<file path="src/rtl/tdmi_pkg.sv">
`timescale 1ns/1ps
package tdmi_pkg;
  typedef enum logic {
    WIN_BYTE  = 1'b0,
    WIN_FRAME = 1'b1
  } win_len_e;
endpackage

</file>
<file path="src/rtl/tdmi_cin_detect.sv">
`timescale 1ns/1ps
// Brings the token input into the clock domain and flags its rising edge.
// The registers reset to 1, so an input held at its idle-high level
// never produces an edge.
module tdmi_cin_detect #(
  parameter int SYNC_STAGES = 2
) (
  input  logic clk,
  input  logic rst_n,
  input  logic cin,
  output logic rise_o
);
  logic [SYNC_STAGES-1:0] sync_q, sync_d;
  logic                   prev_q, prev_d;

  generate
    if (SYNC_STAGES == 1) begin : g_single
      always_comb sync_d = cin;
    end else begin : g_chain
      always_comb sync_d = {sync_q[SYNC_STAGES-2:0], cin};
    end
  endgenerate

  always_comb begin
    prev_d = sync_q[SYNC_STAGES-1];
    rise_o = sync_q[SYNC_STAGES-1] & ~prev_q;
  end

  always_ff @(posedge clk or negedge rst_n) begin
    if (!rst_n) begin
      sync_q <= '1;
      prev_q <= 1'b1;
    end else begin
      sync_q <= sync_d;
      prev_q <= prev_d;
    end
  end
endmodule

</file>
<file path="src/rtl/tdmi_window_ctrl.sv">
`timescale 1ns/1ps
// Keeps track of window ownership: the start, the bit count, the token hand-off and the done pulse.
module tdmi_window_ctrl
  import tdmi_pkg::*;
#(
  parameter int FRAME_BITS = 256,
  parameter int BYTE_BITS  = 8
) (
  input  logic     clk,
  input  logic     rst_n,
  input  logic     start_req,
  input  win_len_e mode,
  output logic     active_o,
  output logic     load_o,
  output logic     co_o,
  output logic     done_o
);
  localparam int CW = $clog2(FRAME_BITS);
  localparam logic [CW-1:0] LAST_FRAME = CW'(FRAME_BITS - 1);
  localparam logic [CW-1:0] LAST_BYTE  = CW'(BYTE_BITS - 1);

  logic          active_q, active_d;
  logic [CW-1:0] cnt_q, cnt_d;
  win_len_e      sel_q, sel_d;
  logic          co_q, co_d;
  logic          done_q, done_d;
  logic          start;
  logic [CW-1:0] last_idx;

  always_comb begin
    start    = start_req & ~active_q;
    last_idx = (sel_q == WIN_FRAME) ? LAST_FRAME : LAST_BYTE;
    active_d = active_q;
    cnt_d    = cnt_q;
    sel_d    = sel_q;
    co_d     = co_q;
    done_d   = 1'b0;
    if (start) begin
      active_d = 1'b1;
      cnt_d    = '0;
      sel_d    = mode;
      co_d     = 1'b0;
    end else if (active_q) begin
      cnt_d = cnt_q + 1'b1;
      if (cnt_q == last_idx) begin
        active_d = 1'b0;
        cnt_d    = '0;
        co_d     = 1'b1;
        done_d   = 1'b1;
      end
    end
  end

  always_ff @(posedge clk or negedge rst_n) begin
    if (!rst_n) begin
      active_q <= 1'b0;
      cnt_q    <= '0;
      sel_q    <= WIN_BYTE;
      co_q     <= 1'b0;
      done_q   <= 1'b0;
    end else begin
      active_q <= active_d;
      cnt_q    <= cnt_d;
      sel_q    <= sel_d;
      co_q     <= co_d;
      done_q   <= done_d;
    end
  end

  assign active_o = active_q;
  assign load_o   = start;
  assign co_o     = co_q;
  assign done_o   = done_q;
endmodule

</file>
<file path="src/rtl/tdmi_lane.sv">
`timescale 1ns/1ps
// One serial lane: it loads a parallel word and shifts it out MSB first,
// and it shifts the sampled input bits into a capture word.
module tdmi_lane
  import tdmi_pkg::*;
#(
  parameter int FRAME_BITS = 256,
  parameter int BYTE_BITS  = 8
) (
  input  logic                  clk,
  input  logic                  rst_n,
  input  logic                  load,
  input  win_len_e              mode,
  input  logic                  shift_en,
  input  logic [FRAME_BITS-1:0] src,
  input  logic                  ser_in,
  output logic                  ser_out,
  output logic [FRAME_BITS-1:0] cap
);
  localparam int PAD = FRAME_BITS - BYTE_BITS;

  logic [FRAME_BITS-1:0] shreg_q, shreg_d;
  logic [FRAME_BITS-1:0] cap_q, cap_d;

  always_comb begin
    shreg_d = shreg_q;
    cap_d   = cap_q;
    if (load) begin
      shreg_d = (mode == WIN_FRAME) ? src : {src[BYTE_BITS-1:0], {PAD{1'b0}}};
      cap_d   = '0;
    end else if (shift_en) begin
      shreg_d = {shreg_q[FRAME_BITS-2:0], 1'b0};
      cap_d   = {cap_q[FRAME_BITS-2:0], ser_in};
    end
  end

  always_ff @(posedge clk or negedge rst_n) begin
    if (!rst_n) begin
      shreg_q <= '0;
      cap_q   <= '0;
    end else begin
      shreg_q <= shreg_d;
      cap_q   <= cap_d;
    end
  end

  assign ser_out = shreg_q[FRAME_BITS-1];
  assign cap     = cap_q;
endmodule

</file>
<file path="src/rtl/tdm_chain_interleaver.sv">
`timescale 1ns/1ps
module tdm_chain_interleaver
  import tdmi_pkg::*;
#(
  parameter int FRAME_BITS  = 256,
  parameter int BYTE_BITS   = 8,
  parameter int SYNC_STAGES = 2,
  parameter int RST_STAGES  = 2
) (
  input  logic                  clk,
  input  logic                  rst_n,
  input  logic                  carry_in,
  input  logic                  frame_mode,
  input  logic [FRAME_BITS-1:0] src_data,
  input  logic [FRAME_BITS-1:0] src_sig,
  input  logic                  tx_data,
  input  logic                  tx_sig,
  output logic                  rx_data,
  output logic                  rx_sig,
  output logic                  rx_oe,
  output logic                  carry_out,
  output logic [FRAME_BITS-1:0] cap_data,
  output logic [FRAME_BITS-1:0] cap_sig,
  output logic                  cap_done
);
  localparam int LANES = 2;

  // The reset asserts asynchronously and releases on a clock edge.
  logic [RST_STAGES-1:0] rst_pipe_q;
  logic                  rst_sync_n;

  always_ff @(posedge clk or negedge rst_n) begin
    if (!rst_n) rst_pipe_q <= '0;
    else        rst_pipe_q <= {rst_pipe_q[RST_STAGES-2:0], 1'b1};
  end
  assign rst_sync_n = rst_pipe_q[RST_STAGES-1];

  logic     cin_rise, win_active, win_load;
  win_len_e mode_sel;

  assign mode_sel = win_len_e'(frame_mode);

  tdmi_cin_detect #(.SYNC_STAGES(SYNC_STAGES)) cin_i (
    .clk(clk), .rst_n(rst_sync_n), .cin(carry_in), .rise_o(cin_rise)
  );

  tdmi_window_ctrl #(.FRAME_BITS(FRAME_BITS), .BYTE_BITS(BYTE_BITS)) ctrl_i (
    .clk(clk), .rst_n(rst_sync_n), .start_req(cin_rise), .mode(mode_sel),
    .active_o(win_active), .load_o(win_load), .co_o(carry_out), .done_o(cap_done)
  );

  logic [LANES-1:0][FRAME_BITS-1:0] lane_src, lane_cap;
  logic [LANES-1:0]                 lane_in, lane_out;

  assign lane_src[0] = src_data;
  assign lane_src[1] = src_sig;
  assign lane_in[0]  = tx_data;
  assign lane_in[1]  = tx_sig;

  for (genvar g = 0; g < LANES; g++) begin : g_lane
    tdmi_lane #(.FRAME_BITS(FRAME_BITS), .BYTE_BITS(BYTE_BITS)) lane_i (
      .clk(clk), .rst_n(rst_sync_n), .load(win_load), .mode(mode_sel),
      .shift_en(win_active), .src(lane_src[g]), .ser_in(lane_in[g]),
      .ser_out(lane_out[g]), .cap(lane_cap[g])
    );
  end

  assign rx_oe    = win_active;
  assign rx_data  = win_active & lane_out[0];
  assign rx_sig   = win_active & lane_out[1];
  assign cap_data = lane_cap[0];
  assign cap_sig  = lane_cap[1];
endmodule

</file>
<file path="config.mk">
export PLATFORM = sky130hd
export DESIGN_NAME = tdm_chain_interleaver
export DESIGN_NICKNAME = d
export VERILOG_FILES = /design/src/rtl/tdmi_pkg.sv /design/src/rtl/tdmi_cin_detect.sv /design/src/rtl/tdmi_window_ctrl.sv /design/src/rtl/tdmi_lane.sv /design/src/rtl/tdm_chain_interleaver.sv
export SDC_FILE = /design/constraint.sdc
export NUM_CORES = 1
export LEC_CHECK = 0
export BUFFER_PORTS_ARGS = -buffer_cell sky130_fd_sc_hd__buf_2
export CAP_MARGIN = 20
export CORE_AREA = 2 2 408 410
export CTS_CLUSTER_DIAMETER = 30
export CTS_CLUSTER_SIZE = 16
export DETAILED_ROUTE_END_ITERATION = 8
export DIE_AREA = 0 0 410 412
export PLACE_DENSITY = 0.45
export SLEW_MARGIN = 0
export SYNTH_ARGS = -nofsm -noshare
export SYNTH_HDL_FRONTEND = slang
export SYNTH_SLANG_ARGS = --single-unit
</file>
<file path="constraint.sdc">
create_clock -name clk -period 42.1 [get_ports clk]
set_input_delay 8.42 -clock clk [delete_from_list [all_inputs] [get_ports clk]]
set_output_delay 8.42 -clock clk [all_outputs]
set_load 0.005 [all_outputs]
</file>
# Word-level counts from Yosys, hierarchy flattened
# Cells that the tools add are included.
[word_totals]
register_bits = 1041
out_inout_bits = 517
elab_cells = 46
[classes]
addsub = 1
n_eq_ne = 1
n_mux = 23
bitwise = 6
n_reduce_logical = 3
[ops]
columns = ["op", "count"]
rows = [
  ["$mux 256", 10],
  ["$mux 8", 4],
  ["$mux 1", 9],
  ["$add 8x1->8 const B", 1],
  ["$eq 8x8->1", 1],
  ["$and 1x1->1", 4],
  ["$reduce_bool 2->1", 2],
  ["$not 1->1", 2],
  ["$reduce_and 2->1", 1],
]

# Logic depth before layout (Yosys ltp)
# Gate-level depths: netlist of the first run.
[logic_depth]
word_depth = 5
depth_mapped = 7

# Hierarchy
# From an unflattened synthesis of the first run, not the netlist that was laid out.
[unflattened]
hier_cells = 3445
hier_area_um2 = 48071.1
[modules_own_cells]
columns = ["mod", "instances", "cells_each", "area_each_um2", "seq_area_each_um2"]
rows = [
  ["tdmi_lane", 2, 1689, 23660.2, 12812.3],
  ["tdmi_window_ctrl", 1, 58, 591.8, 300.3],
  ["tdmi_cin_detect", 1, 4, 92.6, 78.8],
  ["tdm_chain_interleaver", 1, 5, 66.3, 50.0],
]

# Least setup slack after synthesis of the first run
# Ideal clock, no wire load.
[synth_timing]
kind = "reg2out"
startpoint = "reg ctrl_i.active_q, in the netlist ctrl_i.active_o"
endpoint = "out rx_data"
arrival_ps = 1193
t_required_ps = 33680
setup_slack_ps = 32487
path_stages_with_launch = 6
n_path_buf = 4
path_cell_list = "dfrtp_1 -> buf_6 -> buf_6 -> buf_2 -> clkbuf_1 -> and2_1"
[synth_via]
elab_chain_cells = 1
[synth_rtl]
columns = ["element", "line", "source"]
rows = [
  ["start, declared", "tdmi_window_ctrl.sv:22", "logic active_q, active_d;"],
  ["start signal, assigned", "tdmi_window_ctrl.sv:62", "active_q <= active_d;"],
  ["$and 1x1->1", "tdm_chain_interleaver.sv:69", "assign rx_data = win_active & lane_out[0];"],
  ["end, declared", "tdm_chain_interleaver.sv:18", "output logic rx_data,"],
]
# Every way passes these cells.

# Worst setup path in the final report of the first run
[layout_timing]
startpoint = "reg ctrl_i.active_q, in the netlist ctrl_i.active_o"
endpoint = "out rx_oe"
[layout_rtl]
columns = ["element", "line", "source"]
rows = [
  ["end, declared", "tdm_chain_interleaver.sv:20", "output logic rx_oe,"],
]
# No word-level cell between the ends.

==> results of run 1 <==
-- stage by stage --
stage / setup WS [ps] / std cells / utilization (%) / cell area (sq um)
after CTS: 30000 / 8500 / 37.8 / 62100
after detailed placement: 31000 / 7955 / 31.4 / 51500
after floorplan: 10940 / 5144 / - / 45200
final: 30110 / 8560 / 37.9 / 62300
after global placement: 30990 / 7955 / 31.4 / 51500
after global routing: 29780 / 8540 / 37.9 / 62200
-- per-layer routing --
layer	routed length (microns)	track usage [%]	part of all wire (%)	vias up
met5	831	0	0.52	-
li1	-	-	-	19400
met2	73400	27.8	46	1228
met3	14200	8.09	9.0	468
met4	5660	8.28	3.6	126
met1	64600	21.5	41	19100
-- worst paths after layout --
path | from | endpoint | slack [ps] | cells after the start
worst min register to register | rst_pipe_q[1]$_DFF_PN0_ | g_lane[1].lane_i.shreg_q[220]$_DFFE_PN0P_ | 350 | 0
max in group asynchronous | rst_n | rst_pipe_q[1]$_DFF_PN0_ | 34690 | 1
worst max-delay path | ctrl_i.active_o$_DFF_PN0_ | rx_oe | 30110 | 3
worst min-delay path | rst_pipe_q[1]$_DFF_PN0_ | g_lane[1].lane_i.shreg_q[220]$_DFFE_PN0P_ | 350 | 0
worst max register to register | ctrl_i.active_o$_DFF_PN0_ | g_lane[1].lane_i.shreg_q[129]$_DFFE_PN0P_ | 36440 | 6
min in group clk | rst_pipe_q[0]$_DFF_PN0_ | rst_pipe_q[1]$_DFF_PN0_ | 350 | 0
-- cell families (layout without fill, tap and decap cells) --
family	count (synthesis)	in the layout	share of synthesized area, %
adder cells (fa/ha/maj)	1	1	0.0277
AO/OA/AOI/OAI	1545	1545	17.1
other	1	60	0.00830
multiplexers	18	18	0.401
flip-flops	1041	1041	57.7
XOR/XNOR	3	3	0.0582
AND/OR/NAND/NOR	2075	2075	20.1
buffers and inverters	460	1628	4.59
-- where the power goes --
| group | internal (mW) | switching, mW | total [mW] |
|---|---|---|---|
| clock | 1.70 | 0.660 | 2.36 |
| sequential | 1.01 | 0.00519 | 1.02 |
| combinational | 0.0355 | 0.0716 | 0.107 |
-- synthesized netlist by cell type (3+ instances only) --
cell,number
sky130_fd_sc_hd__buf_6,9
sky130_fd_sc_hd__dfstp_2,3
sky130_fd_sc_hd__a21oi_1,513
sky130_fd_sc_hd__nand2_1,1542
sky130_fd_sc_hd__o21ai_0,679
sky130_fd_sc_hd__nor3_2,3
sky130_fd_sc_hd__nor2_1,21
sky130_fd_sc_hd__buf_4,7
sky130_fd_sc_hd__dfrtp_1,1038
sky130_fd_sc_hd__o21ai_1,348
sky130_fd_sc_hd__mux2i_1,17
sky130_fd_sc_hd__and3_1,494
sky130_fd_sc_hd__clkbuf_1,238
sky130_fd_sc_hd__clkbuf_2,40
sky130_fd_sc_hd__buf_2,163
sky130_fd_sc_hd__nand3_1,3
-- cells in the final DEF, fill, tap and decap left out, types with 2 or more instances in the layout --
cell type / instances
sky130_fd_sc_hd__dfstp_2: 3
sky130_fd_sc_hd__o21ai_1: 348
sky130_fd_sc_hd__diode_2: 59
sky130_fd_sc_hd__dfrtp_1: 1036
sky130_fd_sc_hd__nor2_1: 21
sky130_fd_sc_hd__a21oi_1: 513
sky130_fd_sc_hd__dfrtp_4: 2
sky130_fd_sc_hd__bufinv_16: 33
sky130_fd_sc_hd__xnor2_1: 2
sky130_fd_sc_hd__nand3_1: 3
sky130_fd_sc_hd__clkbuf_8: 72
sky130_fd_sc_hd__o21ai_0: 679
sky130_fd_sc_hd__nand2_1: 1542
sky130_fd_sc_hd__and4_4: 2
sky130_fd_sc_hd__clkinv_2: 49
sky130_fd_sc_hd__buf_12: 9
sky130_fd_sc_hd__clkbuf_1: 55
sky130_fd_sc_hd__nand4_1: 2
sky130_fd_sc_hd__and2_1: 2
sky130_fd_sc_hd__clkbuf_16: 322
sky130_fd_sc_hd__mux2i_1: 17
sky130_fd_sc_hd__inv_6: 5
sky130_fd_sc_hd__nor3_2: 3
sky130_fd_sc_hd__buf_4: 39
sky130_fd_sc_hd__clkinvlp_4: 8
sky130_fd_sc_hd__and3_1: 494
sky130_fd_sc_hd__buf_2: 1033
-- worst reg2reg max path, stage by stage, from the launching register on --
cell,delay (ps)
sky130_fd_sc_hd__dfrtp_4,860
sky130_fd_sc_hd__buf_4,820
sky130_fd_sc_hd__buf_4,890
sky130_fd_sc_hd__buf_4,830
sky130_fd_sc_hd__buf_4,930
sky130_fd_sc_hd__buf_4,910
sky130_fd_sc_hd__o21ai_0,230
-- cell type report --
cell class / instances / area (sq um)
Clock buffer: 449 / 9260
Antenna cell: 59 / 148
Clock inverter: 96 / 1360
Timing Repair Buffer: 1082 / 5660
Multi-Input combinational cell: 3643 / 17100
Inverter: 1 / 3.75
Sequential cell: 1041 / 26100
Tap cell: 2189 / 2740
Fill cell: 16900 / 102000
-- registers in the layout (all words and copies together) (netlist names), 2 cells and up --
register	cells
cin_i.sync_q	2
rst_pipe_q	2
ctrl_i.cnt_q	8
g_lane.lane_i.cap	512
g_lane.lane_i.shreg_q	512
==> summary by stage, run 1 <==
Yosys
The count of unique library cells instantiated by Yosys is 36. After synthesis, the share of flip-flops with an asynchronous set or reset is 100%. The top flip-flop cell by instance count after synthesis is sky130_fd_sc_hd__dfrtp_1. The synthesized cell area is 0.0452 sq mm. By area the synthesized netlist is led by sky130_fd_sc_hd__dfrtp_1, sky130_fd_sc_hd__nand2_1, sky130_fd_sc_hd__o21ai_0.

The largest total area in the synthesized netlist belongs to sky130_fd_sc_hd__dfrtp_1. The count of mapped cells out of synthesis is 5,144. Counting flops with a built-in enable in the synthesized netlist gives 0. The average instance area after synthesis is 8.79 sq um. The synthesized design devotes to its leading area cell type 57.5% of total area. Synthesis inferred 1,041 register bits. The sequential share of the synthesized area is 57.7%.

The synthesized netlist net count is 5,663. The count of warnings emitted by yosys is 0.

Clock network
The number of setup buffers added after CTS is 0. TritonCTS built the clock tree. Hold repair after CTS inserted 0 buffers. The deepest clock path buffer count is 4. The H-tree was split into 5 levels. The number of instances resized during post-cts repair is 0. For this design, the sink count on the clock tree is 1,041. The cell sitting at the root of the clock tree is a sky130_fd_sc_hd__clkbuf_16. The number of CTS-inserted buffers is 318.

After clock tree synthesis, the clock-pin slew on the worst setup and hold paths is 40 ps. The insertion delay to the later sink of the worst-skew pair is 890 ps.

Power and ir drop
Power comes to 3.48 mW. For this design the ratio of total power to cell area is 55.9 mW/mm^2. Summed over all cells, the static leakage comes to 30.6 nW.

The worst vdd rail ir drop is 40.1 uV.

STA
The final-report setup violation count is 0. The final count of hold timing violations is 0. The final number of max-transition violations came to 0. Static timing analysis puts the maximum clock frequency at 83.4 MHz. After routing, the total negative slack on setup checks comes to 0 ps. For the pin with the worst max-slew slack, the measured transition is 1180 ps. Setup repair after global routing left no endpoint under its margin. The final worst-path cycle share is 28.5%. The worst slew slack as a fraction of its limit is 21.1%. Hold timing on the final database bottoms out at a slack of 353 ps. The clock skew is 61.1 ps.

The smallest clock period supported by the final layout is computed as 11,990 ps.

Cells and area
The number of nets in the finished design is 6,606. The fraction of layout instances using a drive strength above 1 is 25.1%. Relative to the synthesized area, the layout overhead comes to 37.9%.

Flow run
Across the run, the number of max-cap violations was 0.

Detailed routing
After detailed routing, the average wire length per cell comes to 18.5 microns. The pre-antenna-repair detailed-routing pass consisted of 5 iterations. Across all layers, the routed design uses 40,300 vias. For this run, design rule violations remaining after detail routing come to 0. After the first detailed-routing iteration, the DRC count stood at 3,223. The number of nets with antenna violations after detailed routing is 0.

Wires add up to 159 mm. The detail-routed via count per cell is 4.71.

Worst setup path
The type of element launching the critical path is a flop. The kind of critical path is reg2out. The kind of cell with the highest combined delay along the critical path is buffers and inverters. Data on the critical path arrives at its endpoint at 3570 ps. The buffering stage count on the worst path with inverters included is 3.

Of all nets on the critical path, the largest fanout is 115. Among the stages of the critical path, the cell type that occurs most often is sky130_fd_sc_hd__buf_4. STA classifies the critical path endpoint as an output port. The data required time at the worst endpoint is 33,680 ps. Traced cell by cell, the critical path runs through buf_4, buf_4, buf_2. Among all stages on the critical path, the largest delay is contributed by sky130_fd_sc_hd__buf_4. The worst stage delay on the critical path is 880 ps.

Place
The last weighted congestion value of the routability-driven placer is 0.817. The half-perimeter wire length after detailed placement is 102 mm. The quantity of I/O buffers inserted on ports is 1,034.

Die
The horizontal die dimension is 410 microns. The area of the die is 0.169 sq mm. The floorplan step defined a core boundary enclosing 0.164 sq mm. The die boundary height is 412 microns. The number of ports placed on the die boundary is 1,035. The number of placement rows is 149. For this configuration, the core starts out at a cell density of 27.5%.

Global routing
Across every metal layer, demand over resource in global routing totals 18.0%. The global-route congestion overflow total is 0. The first-pass GRT wire length is 238 mm. The pin count of the biggest net entering global routing is 298. The via count of the first global-routing pass was 38,900.

The number of antenna violations at the first check in global routing was 157.

Outcome
The flow ran to the end, and the final reports show no timing, DRC or antenna violations.

Hold path
The min-delay analysis places its worst path in the category reg2async.
(Power assumes the default switching activity.)
==> run 2, diff against run 1 <==
Settings changed: ABC_AREA from default to 1, CORE_AREA 2 2 408 410 to 2 2 398 400, DIE_AREA 0 0 410 412 to 0 0 400 402, PLACE_DENSITY 0.45 to 0.46.
Clock period 42.1 ns to 10.1 ns, I/O delays scaled along.
==> summary by stage, run 2 <==
Outcome
The flow ran to the end, and the final reports show no timing, DRC or antenna violations.

Yosys
The count of warnings emitted by yosys was 0 (unchanged). The count of unique library cells instantiated by Yosys was 28 (-22%). The fraction of registers with async set/reset was 100% (unchanged).

The average instance area after synthesis is 10.3 sq um (+17%). The top flip-flop cell by instance count after synthesis is sky130_fd_sc_hd__dfrtp_1. The proportion of netlist area held by the largest area contributor is 62.8% (+5.3 points). The leading cell type by number of instances after synthesis is sky130_fd_sc_hd__dfrtp_1.

The count of mapped cells out of synthesis is 4,019 (-22%). The synthesized cell area is 0.0414 sq mm (-8.5%). The most area-hungry cell type in the Yosys netlist is sky130_fd_sc_hd__dfrtp_1.

The sequential share of the synthesized area is 63.0% (+5.3 points). The flip-flop and latch count after synthesis is 1,041 (unchanged). The number of flops mapped to enable cells by yosys is 0 (unchanged). After synthesis, the cell types taking the most area are sky130_fd_sc_hd__dfrtp_1, sky130_fd_sc_hd__o221ai_1, sky130_fd_sc_hd__inv_1.

The synthesized netlist net count is 4,538 (-20%). By count the netlist is led by sky130_fd_sc_hd__dfrtp_1, sky130_fd_sc_hd__inv_1, sky130_fd_sc_hd__nand2_1, sky130_fd_sc_hd__o22ai_1, sky130_fd_sc_hd__o221ai_1.

Place
The last weighted congestion value of the routability-driven placer is 0.796 (-2.6%). The worst-case setup slack after placement came to 5160 ps (-25,840 ps). The number of placed instances with taps included is 6,868 (-14%). The half-perimeter wire length after detailed placement was 95.4 mm (-6.5%). The post-place instance area is 0.0482 sq mm (-6.4%). The quantity of I/O buffers inserted on ports is 1,034 (unchanged).

Detailed routing
The number of remaining DRC errors is 0 (unchanged). The routed wire length was 142 mm (-10%). The routed wirelength normalized by instance count is 19.2 microns (+3.8%).

The total via count after detailed routing came to 34,000 (-16%). The number of nets with antenna violations after detailed routing was 0 (unchanged). The DRC marker count from the first detailed-route iteration is 2,008 (-38%). The detail-routed via count per cell was 4.60 (-2.4%). The first-pass iteration count of the detailed router is 5 (unchanged).

Cells and area
The total non-filler cell area in the finished layout is 0.0582 sq mm (-6.5%). In the layout the commonest cells are sky130_fd_sc_hd__dfrtp_1, sky130_fd_sc_hd__inv_1, sky130_fd_sc_hd__buf_2, sky130_fd_sc_hd__nand2_1, sky130_fd_sc_hd__o22ai_1. The fraction of layout instances using a drive strength above 1 came to 28.9% (+3.8 points). The area growth from synthesis to final layout is 40.8%.

The final standard cell count with taps included and fillers excluded is 7,405 (-13%). The utilization after layout is 37.1% (-0.86 points). The most common cell after layout, fill and taps aside is sky130_fd_sc_hd__dfrtp_1. The fill cell total of the finished layout came to 15,900 (-5.6%). The number of nets in the finished design is 5,607 (-15%).

Clock network
The clock tree from TritonCTS is built. The number of sinks driven by the clock tree is 1,041 (unchanged). The deepest clock path buffer count is 4 (unchanged). The number of buffers inserted for hold repair after clock tree synthesis is 0 (unchanged). The number of instances resized during post-cts repair is 0 (unchanged). CTS placed an instance of sky130_fd_sc_hd__clkbuf_16 at the clock tree root. The insertion delay to the later sink of the worst-skew pair was 870 ps (-20 ps). The CTS H-tree depth is 5 (unchanged).

The number of CTS-inserted buffers is 289 (-9.1%). The number of setup buffers added after CTS is 0 (unchanged). The clock slew seen by the registers of the worst setup and hold paths came to 40 ps (about the same).

Die
The number of placement rows is 146 (-2.0%). The die boundary height came to 402 microns (-2.4%). The core area came to 0.157 sq mm (-4.3%). The area of the die is 0.161 sq mm (-4.8%). The number of ports placed on the die boundary came to 1,035 (unchanged). The horizontal die dimension is 400 microns (-2.4%). The starting density of the core is 26.3% (-1.2 points).

Global routing
The total routing usage reported by global routing came to 17.2% (-0.82 points). The via count of the first global-routing pass was 35,000 (-10%). The number of antenna violations at the first check in global routing is 113 (-28%). The global-route congestion overflow total is 0 (unchanged). The pin count of the biggest net entering global routing is 219 (-27%). The first-pass GRT wire length is 214 mm (-10%).

STA
The worst slew slack as a fraction of its limit was 11.6% (-9.5 points). The clock period could shrink to 4460 ps. Setup repair after global routing left no endpoint under its margin. The summed negative setup slack over all endpoints was 0 ps (unchanged). The final number of max-transition violations came to 0 (unchanged). The transition at the pin with the smallest max-transition slack is 1330 ps (+142 ps). The final count of hold timing violations is 0 (unchanged). The post-route worst hold slack is 348 ps (-4.77 ps). The clock skew is 58.1 ps (-3.01 ps). The final-report setup violation count came to 0 (unchanged). For this run, the top clock speed supported by timing is 224 MHz. The post-route worst setup slack is 5640 ps (-24,470 ps). The final critical path takes up 44.2% of the cycle.

Flow run
The max-capacitance violation count came to 0 (unchanged).

Power and ir drop
The post-route total power was 13.7 mW (+290%). The power density over the cells is 236 mW/mm^2 (+320%). The worst vdd rail ir drop is 142 uV (+250%).

The leakage power is 28.8 nW (-6.0%).

Worst setup path
The arrival time of data at the critical path endpoint is 5150 ps (+1580 ps). The critical path endpoint category is a flop. The data required time at the worst endpoint is 10,790 ps (-22,890 ps). By instance count, the cell type seen most on the critical path is sky130_fd_sc_hd__buf_12. The critical path is of the reg2reg type.

Traced cell by cell, the critical path runs through buf_4, inv_8, buf_12, nand2_4, buf_12, buf_12, o221ai_1. The largest fanout on the critical path was 218 (+90%). The slowest cell on the critical path is sky130_fd_sc_hd__buf_12.

The worst stage delay on the critical path is 690 ps (-190 ps). The type of element launching the critical path is a flop.

Hold path
The path category of the worst min-delay check is reg2reg.
[run 2: cell count changes after synthesis, sizes merged, moves of 3 or more]
cell / change
inv: +1035
o21ai: -1018
nand2: -948
a21oi: -512
o22ai: +510
o221ai: +505
and3: -494
clkbuf: -173
mux2i: -17
nor2: -11
nand3: +7
o211ai: +5
nor3: -3
[run 2: final cells by class]
| cell class | instances | area (sq um) | area share (%) |
|---|---|---|---|
| inverter | 1037 | 3900 | 6.70 |
| sequential | 1041 | 26100 | 44.7 |
| clock buffer | 392 | 8390 | 14.4 |
| multi-input combinational | 1655 | 10100 | 17.4 |
| tap | 2072 | 2590 | 4.45 |
| antenna | 44 | 110 | 0.189 |
| clock inverter | 100 | 1500 | 2.57 |
| timing repair buffer | 1064 | 5580 | 9.57 |
[run 2: logic make-up after synthesis]
logic type,Yosys count,synth area share (%)
xor+xnor,2,0.0424
other cells,1,0.00906
simple gates,620,5.72
flops,1041,63.0
buf+inv,1323,12.6
compound gates,1031,18.6
fa+ha+maj,1,0.0302
[run 2: report_power, final]
group	internal, mW	leakage (nW)	switching [mW]
clock	6.65	4.88	2.58
combinational	0.103	11.8	0.161
sequential	4.21	12.1	0.0154
total	11.0	28.8	2.76
[run 2: path summary, 6_finish.rpt]
kind | from | end | slack [ps] | depth (start not counted)
min in group asynchronous | rst_pipe_q[1]$_DFF_PN0_ | g_lane[1].lane_i.cap[51]$_DFFE_PN0P_ | 400 | 0
max in group asynchronous | rst_pipe_q[1]$_DFF_PN0_ | g_lane[1].lane_i.cap[236]$_DFFE_PN0P_ | 7150 | 3
worst max register to register | ctrl_i.active_o$_DFF_PN0_ | g_lane[1].lane_i.shreg_q[12]$_DFFE_PN0P_ | 5640 | 7
worst min register to register | rst_pipe_q[0]$_DFF_PN0_ | rst_pipe_q[1]$_DFF_PN0_ | 350 | 0
worst max-delay path | ctrl_i.active_o$_DFF_PN0_ | g_lane[1].lane_i.shreg_q[12]$_DFFE_PN0P_ | 5640 | 7
worst min-delay path | rst_pipe_q[0]$_DFF_PN0_ | rst_pipe_q[1]$_DFF_PN0_ | 350 | 0
[run 2: layer usage]
metal / share of wire [%] / vias up / track usage (%)
li1: - / 15900 / -
met1: 38 / 16500 / 19.3
met2: 48 / 1146 / 28.4
met3: 9.3 / 390 / 7.52
met4: 3.7 / 100 / 7.06
met5: 0.44 / - / 0
[run 2: critical path, delay by kind of cell, from the launching register on]
| kind | cells | cell delay (ps) |
|---|---|---|
| simple gates | 1 | 470 |
| flops | 1 | 350 |
| buf+inv | 5 | 2310 |
| compound gates | 1 | 470 |
